File: config.mk
export PLATFORM = sky130hd
export DESIGN_NAME = snum_pool
export DESIGN_NICKNAME = d
export VERILOG_FILES = /design/src/rtl/snum_pool_pkg.sv /design/src/rtl/snum_size_sel.sv /design/src/rtl/snum_rel_match.sv /design/src/rtl/snum_pick.sv /design/src/rtl/snum_popcount.sv /design/src/rtl/snum_pool.sv
export SDC_FILE = /design/constraint.sdc
export NUM_CORES = 1
export LEC_CHECK = 0
export ABC_AREA = 1
export BUFFER_PORTS_ARGS = -buffer_cell sky130_fd_sc_hd__buf_4
export CORE_ASPECT_RATIO = 0.9
export CORE_MARGIN = 1
export CORE_UTILIZATION = 50
export DETAILED_ROUTE_END_ITERATION = 10
export GPL_TIMING_DRIVEN = 0
export PLACE_DENSITY = 0.68
export SETUP_SLACK_MARGIN = 0.3
export SLEW_MARGIN = 20
export SYNTH_ARGS = -nofsm -noshare
export SYNTH_HDL_FRONTEND = slang
export SYNTH_SLANG_ARGS = --single-unit
File: constraint.sdc
create_clock -name clk -period 9.7 [get_ports clk]
set_input_delay 1.455 -clock clk [delete_from_list [all_inputs] [get_ports clk]]
set_output_delay 1.455 -clock clk [all_outputs]
set_load 0.05 [all_outputs]
File: src/rtl/snum_pool_pkg.sv
package snum_pool_pkg;

   // Number of serial values defined by the fixed table
   localparam int unsigned TABLE_LEN = 46;
   localparam int unsigned SER_W     = 8;

   // Serial value held by slot idx; slots come in adjacent odd/even pairs
   function automatic logic [SER_W-1:0] serial_of(input int unsigned idx);
      int unsigned k;
      logic [SER_W-1:0] base;
      k = idx >> 1;
      if (k < 7)
         base = SER_W'(8'h04 + 8 * k);
      else if (k < 14)
         base = SER_W'(8'h88 + 16 * (k - 7));
      else if (k < 22)
         base = SER_W'(8'h08 + 16 * (k - 14));
      else
         base = 8'h80;
      return base | SER_W'(idx & 1);
   endfunction

endpackage

File: src/rtl/snum_size_sel.sv
module snum_size_sel #(
   parameter int unsigned NUM_ENTRIES = 46,
   parameter int unsigned MIN_ENTRIES = 28,
   parameter int unsigned DEF_ENTRIES = 28,
   localparam int unsigned CNT_W = $clog2(NUM_ENTRIES + 1)
) (
   input  logic                   clk,
   input  logic                   rst,
   input  logic [CNT_W-1:0]       cfg_size,
   output logic [CNT_W-1:0]       size_q,
   output logic [NUM_ENTRIES-1:0] active
);

   generate
      if (MIN_ENTRIES < 1 || MIN_ENTRIES > NUM_ENTRIES) begin : g_bad_min
         $error("snum_size_sel: MIN_ENTRIES out of range");
      end
      if (DEF_ENTRIES < MIN_ENTRIES || DEF_ENTRIES > NUM_ENTRIES) begin : g_bad_def
         $error("snum_size_sel: DEF_ENTRIES out of range");
      end
   endgenerate

   logic cfg_ok;
   assign cfg_ok = (cfg_size >= CNT_W'(MIN_ENTRIES)) && (cfg_size <= CNT_W'(NUM_ENTRIES));

   always_ff @(posedge clk) begin
      if (rst)
         size_q <= cfg_ok ? cfg_size : CNT_W'(DEF_ENTRIES);
   end

   genvar gi;
   generate
      for (gi = 0; gi < NUM_ENTRIES; gi++) begin : g_act
         assign active[gi] = (size_q > CNT_W'(gi));
      end
   endgenerate


   size_range_chk: assert property (@(posedge clk) disable iff (rst)
      (size_q >= CNT_W'(MIN_ENTRIES)) && (size_q <= CNT_W'(NUM_ENTRIES)));


   size_hold_chk: assert property (@(posedge clk) disable iff (rst)
      !rst |=> $stable(size_q));

endmodule

File: src/rtl/snum_rel_match.sv
module snum_rel_match
   import snum_pool_pkg::*;
#(
   parameter int unsigned NUM_ENTRIES = 46,
   parameter int unsigned VAL_W       = 8
) (
   input  logic                   rel_req,
   input  logic [VAL_W-1:0]       rel_val,
   input  logic [NUM_ENTRIES-1:0] active,
   output logic [NUM_ENTRIES-1:0] hit
);

   genvar gi;
   generate
      for (gi = 0; gi < NUM_ENTRIES; gi++) begin : g_cmp
         localparam logic [VAL_W-1:0] SLOT_VAL = VAL_W'(serial_of(gi));
         assign hit[gi] = rel_req && active[gi] && (rel_val == SLOT_VAL);
      end
   endgenerate

endmodule

File: src/rtl/snum_pick.sv
module snum_pick
   import snum_pool_pkg::*;
#(
   parameter int unsigned NUM_ENTRIES = 46,
   parameter int unsigned VAL_W       = 8
) (
   input  logic [NUM_ENTRIES-1:0] free_vec,
   output logic                   found,
   output logic [NUM_ENTRIES-1:0] grant,
   output logic [VAL_W-1:0]       value
);

   // Lowest index wins
   always_comb begin
      grant = '0;
      found = 1'b0;
      for (int i = 0; i < int'(NUM_ENTRIES); i++) begin
         if (free_vec[i] && !found) begin
            grant[i] = 1'b1;
            found    = 1'b1;
         end
      end
   end

   logic [VAL_W-1:0] part [NUM_ENTRIES+1];
   assign part[0] = '0;

   genvar gi;
   generate
      for (gi = 0; gi < NUM_ENTRIES; gi++) begin : g_val
         localparam logic [VAL_W-1:0] SLOT_VAL = VAL_W'(serial_of(gi));
         assign part[gi+1] = part[gi] | (grant[gi] ? SLOT_VAL : '0);
      end
   endgenerate

   assign value = part[NUM_ENTRIES];

endmodule

File: src/rtl/snum_popcount.sv
module snum_popcount #(
   parameter int unsigned N = 46,
   localparam int unsigned W = $clog2(N + 1)
) (
   input  logic [N-1:0] vec,
   output logic [W-1:0] cnt
);

   always_comb begin
      cnt = '0;
      for (int i = 0; i < int'(N); i++)
         cnt = cnt + W'(vec[i]);
   end

endmodule

File: src/rtl/snum_pool.sv
module snum_pool
   import snum_pool_pkg::*;
#(
   parameter int unsigned NUM_ENTRIES = 46,
   parameter int unsigned MIN_ENTRIES = 28,
   parameter int unsigned DEF_ENTRIES = 28,
   parameter int unsigned VAL_W       = 8,
   localparam int unsigned CNT_W = $clog2(NUM_ENTRIES + 1)
) (
   input  logic             clk,
   input  logic             rst,
   input  logic [CNT_W-1:0] cfg_size,
   input  logic             alloc_req,
   input  logic             rel_req,
   input  logic [VAL_W-1:0] rel_val,
   output logic             resp_valid,
   output logic             resp_fail,
   output logic [VAL_W-1:0] resp_val,
   output logic [CNT_W-1:0] free_cnt
);

   generate
      if (NUM_ENTRIES > TABLE_LEN) begin : g_bad_len
         $error("snum_pool: NUM_ENTRIES exceeds the serial table");
      end
      if (VAL_W < SER_W) begin : g_bad_w
         $error("snum_pool: VAL_W too narrow for serial values");
      end
   endgenerate

   logic [CNT_W-1:0]       size_q;
   logic [NUM_ENTRIES-1:0] active;
   logic [NUM_ENTRIES-1:0] used_q;
   logic [NUM_ENTRIES-1:0] used_n;
   logic [NUM_ENTRIES-1:0] rel_hit;
   logic [NUM_ENTRIES-1:0] free_now;
   logic [NUM_ENTRIES-1:0] free_pick;
   logic [NUM_ENTRIES-1:0] grant;
   logic                   found;
   logic [VAL_W-1:0]       pick_val;

   snum_size_sel #(
      .NUM_ENTRIES (NUM_ENTRIES),
      .MIN_ENTRIES (MIN_ENTRIES),
      .DEF_ENTRIES (DEF_ENTRIES)
   ) u_size (
      .clk      (clk),
      .rst      (rst),
      .cfg_size (cfg_size),
      .size_q   (size_q),
      .active   (active)
   );

   snum_rel_match #(
      .NUM_ENTRIES (NUM_ENTRIES),
      .VAL_W       (VAL_W)
   ) u_match (
      .rel_req (rel_req),
      .rel_val (rel_val),
      .active  (active),
      .hit     (rel_hit)
   );

   // Release takes effect before the allocation scan
   assign free_now  = ~used_q & active;
   assign free_pick = free_now | rel_hit;

   snum_pick #(
      .NUM_ENTRIES (NUM_ENTRIES),
      .VAL_W       (VAL_W)
   ) u_pick (
      .free_vec (free_pick),
      .found    (found),
      .grant    (grant),
      .value    (pick_val)
   );

   snum_popcount #(
      .N (NUM_ENTRIES)
   ) u_cnt (
      .vec (free_now),
      .cnt (free_cnt)
   );

   always_comb begin
      used_n = used_q & ~rel_hit;
      if (alloc_req)
         used_n = used_n | grant;
   end

   always_ff @(posedge clk) begin
      if (rst) begin
         used_q     <= '0;
         resp_valid <= 1'b0;
         resp_fail  <= 1'b0;
         resp_val   <= '0;
      end else begin
         used_q     <= used_n;
         resp_valid <= alloc_req && found;
         resp_fail  <= alloc_req && !found;
         resp_val   <= (alloc_req && found) ? pick_val : '0;
      end
   end


   alloc_ok_chk: assert property (@(posedge clk) disable iff (rst)
      (alloc_req && !rel_req && free_cnt != '0) |=>
         (resp_valid && !resp_fail && free_cnt == $past(free_cnt) - 1'b1));


   alloc_empty_chk: assert property (@(posedge clk) disable iff (rst)
      (alloc_req && !rel_req && free_cnt == '0) |=>
         (resp_fail && !resp_valid && resp_val == '0 && free_cnt == '0));


   idle_stable_chk: assert property (@(posedge clk) disable iff (rst)
      (!alloc_req && !rel_req) |=> $stable(free_cnt));


   cnt_bound_chk: assert property (@(posedge clk) disable iff (rst)
      free_cnt <= size_q);


   rel_onehot_chk: assert property (@(posedge clk) disable iff (rst)
      $onehot0(rel_hit));


   resp_excl_chk: assert property (@(posedge clk) disable iff (rst)
      !(resp_valid && resp_fail));

endmodule

==> impl_metrics.py <==
metrics = {
    "drt": {
        "postRouteAntennaNets": 0,
        "wl_per_cell_um": 18.9,
        "drtIter0Drc": 670,
        "finalWirelength_um": 19300,
        "drc": 0,
        "vias": 5806,
        "drt_first_pass_iters": 5,
        "via_per_inst": 5.69,
    },
    "worst_hold_path": {
        "hold_path_depth": 2,
        "worstHoldStart": "used_q[15]",
        "hp-class": "reg2reg",
        "hold_end": "used_q[15]",
    },
    "sta": {
        "rsz0062_at_grt": "no",
        "fin_skew_ns": 0.00989,
        "finalSetupTns_ns": 0,
        "setup_viol": 0,
        "hold_violations": 0,
        "worst_slack_ns": 1.09,
        "slew_violations": 0,
        "maxClockFrequency_mhz": 116,
        "layout_min_cycle_time_ns": 8.61,
        "worstMarginPinSlew_ns": 0.907,
        "post-route-period-util": 0.887,
        "relSlewSlack": 0.393,
    },
    "final_layout": {
        "seqCellArea_um2": 1280,
        "num-nets-final": 928,
        "diodes": 0,
        "fillers": 1093,
        "final_util": 0.587,
        "drive_gt1_frac": 0.127,
        "multi_input_area_um2": 3600,
        "area_growth_pct": 13.4,
    },
    "grt": {
        "grt_max_degree": 11,
        "grt-ovfl-total": 0,
        "track_usage": 0.353,
        "antenna_found_initial": 1,
        "grt_first_pass_wirelength_um": 29900,
        "grt_pass1_vias": 5486,
    },
    "setup_path": {
        "rrSetupSlack_ns": 4.72,
        "end_kind": "output port",
        "timing.rr.start": "u_size.size_q[1]",
        "critPathLaunchType": "flop",
        "crit_arrival_ns": 7.15,
        "r2r_end": "resp_val[2]",
        "crit_type": "reg2out",
        "r2r_cells": 28,
        "critical_path.max_fanout": 10,
        "required_ns": 8.25,
    },
    "floorplanning": {
        "die_y_um": 103,
        "pin_count": 34,
        "core_area_um2": 10900,
        "initial_core_util": 0.517,
        "die_w_um": 114,
        "die_area_um2": 11800,
        "rows": 36,
    },
    "yosys": {
        "ys.warnings.count": 0,
        "syn_avg_cell_area_um2": 6.91,
        "ys_seq_area_frac": 0.226,
        "synthSimpleGateAreaFrac": 0.366,
        "async_flop_share": 0,
        "synth.distinct_cells": 49,
        "synth-xor-area-share": 0.00464,
        "synth_top_family_by_area": "simple AND/OR/NAND/NOR gates",
        "synth-adder-area-share": 0.153,
        "synth_ff_type": "dfxtp_1",
        "synthCells": 820,
        "synth_seq_cells": 61,
        "synth_area_um2": 5660,
        "syn_nets": 885,
        "synth.area.mux_share": 0,
        "synth_compound_area_frac": 0.112,
        "synth_edf_count": 6,
    },
    "job": {
        "maxCapViolCount": 0,
    },
    "place": {
        "post-place-ws_ns": 1.54,
        "place.gp.congestion": 1.04,
        "portBuffers": 32,
        "dp_hpwl_um": 15500,
    },
    "clocking": {
        "numCtsBuffers": 9,
        "cts_root_buf": "clkbuf_16",
        "clk_latency_ns": 0.35,
        "cts-resized-gates": 0,
        "clockBufferDepth": 2,
        "postCtsSetupBuffers": 0,
        "clock_sinks": 61,
        "cts_hold_buf": 0,
        "clkTransAtPathRegs_ns": 0.05,
        "cts_tree": "yes",
        "cts_max_level": 3,
    },
    "run_status": {
        "status": "finished clean",
    },
}
[worst max-delay path by stage]
stage	cells after the start	startpoint	to
5_1_grt	25	u_size.size_q[5]	free_cnt[4]
3_3_place_gp	25	u_size.size_q[5]	free_cnt[4]
3_5_place_dp	25	u_size.size_q[5]	free_cnt[4]
4_1_cts	25	u_size.size_q[5]	free_cnt[4]
2_1_floorplan	24	u_size.size_q[5]	free_cnt[4]
6_report	25	u_size.size_q[5]	free_cnt[4]
[layout make-up]
type | instances | area share
timing repair buffer | 32 | 0.0374
multi-input combinational | 561 | 0.561
clock inverter | 4 | 0.0109
clock buffer | 12 | 0.0400
inverter | 182 | 0.106
buffer | 16 | 0.0152
sequential | 61 | 0.200
tap | 152 | 0.0296
[registers in the layout (all words and copies together) (netlist names)]
| signal | cells |
|---|---|
| resp_fail | 1 |
| resp_valid | 1 |
| used_q | 46 |
| u_size.size_q | 6 |
| resp_val | 7 |
[layout by cell type (no fill, tap or decap), types with 3 or more instances in the layout]
master	instances
a21oi_1	22
a32o_1	6
a32oi_1	6
buf_4	34
buf_6	4
clkbuf_1	11
clkbuf_16	9
clkinv_1	3
dfxtp_1	55
edfxtp_1	6
fa_1	37
ha_1	10
inv_1	175
inv_2	4
nand2_1	119
nand2_2	3
nand3_1	75
nand3_2	4
nand3b_1	9
nand4_1	15
nand4_2	6
nand4_4	5
nor2_1	112
nor2_2	9
nor2_4	10
nor3_1	12
nor4_1	5
o21ai_0	51
o21ai_1	3
o22ai_1	4
o31ai_1	4
o32ai_1	3
or2_2	10
[logic make-up after synthesis]
logic type / after synthesis
xor gates and xnor gates: 3
DFF: 61
and+or+nand+nor: 404
adders and majority gates: 47
buffers and inverters: 198
AOI/OAI and AO/OA: 106
other: 1
[synthesized netlist by cell type (2+ instances only)]
cell type,n,area [µm²]
inv_1,175,657
nand2_1,119,447
nor2_1,112,420
nand3_1,75,375
dfxtp_1,55,1100
o21ai_0,51,255
fa_1,37,741
a21oi_1,22,110
nand4_1,15,93.8
nor3_1,12,60.1
clkbuf_1,10,37.5
ha_1,10,125
nor2_4,10,113
or2_2,10,62.6
nand3b_1,9,67.6
nor2_2,9,56.3
a32o_1,6,60.1
a32oi_1,6,52.6
edfxtp_1,6,180
nand4_2,6,75.1
nand4_4,5,106
nor4_1,5,31.3
buf_6,4,45.0
inv_2,4,15.0
nand3_2,4,40.0
o22ai_1,4,25.0
o31ai_1,4,30.0
clkinv_1,3,11.3
nand2_2,3,18.8
o21ai_1,3,15.0
o32ai_1,3,26.3
and2_1,2,12.5
buf_4,2,15.0
nor2_8,2,40.0
nor3_2,2,20.0
xor2_1,2,17.5
[through the flow]
step           hold slack [ns]  instance area, µm²  instances
6_report                 0.482                6420       1020
5_1_grt                  0.507                6420       1020
4_1_cts                  0.476                6420       1020
3_5_place_dp             0.467                6090       1004
3_3_place_gp             0.458                6090       1004
2_1_floorplan            0.442                5660        820
[worst max-delay path, stage by stage (launching register included)]
cell,delay (ns)
edfxtp_1,0.47
buf_6,0.18
inv_2,0.05
clkbuf_1,0.23
nor2_1,0.20
nand2_1,0.13
o21ai_0,0.25
inv_1,0.06
nor2_1,0.09
inv_1,0.08
fa_1,0.50
fa_1,0.58
fa_1,0.54
inv_1,0.07
fa_1,0.47
inv_1,0.05
fa_1,0.47
fa_1,0.49
fa_1,0.49
inv_1,0.05
fa_1,0.41
fa_1,0.42
nand3_1,0.10
nand2_1,0.07
xor2_1,0.14
buf_4,0.22
[metal layers]
metal  vias up  track usage  share of wire
met3        72        0.113           0.11
met2       299        0.522           0.42
met1      2714        0.458           0.42
met5         -            0              0
met4         0        0.198          0.046
li1       2721            -              -
Power is not shown: default switching activity piles up to over one toggle a cycle in this logic, so the estimate is an artifact.
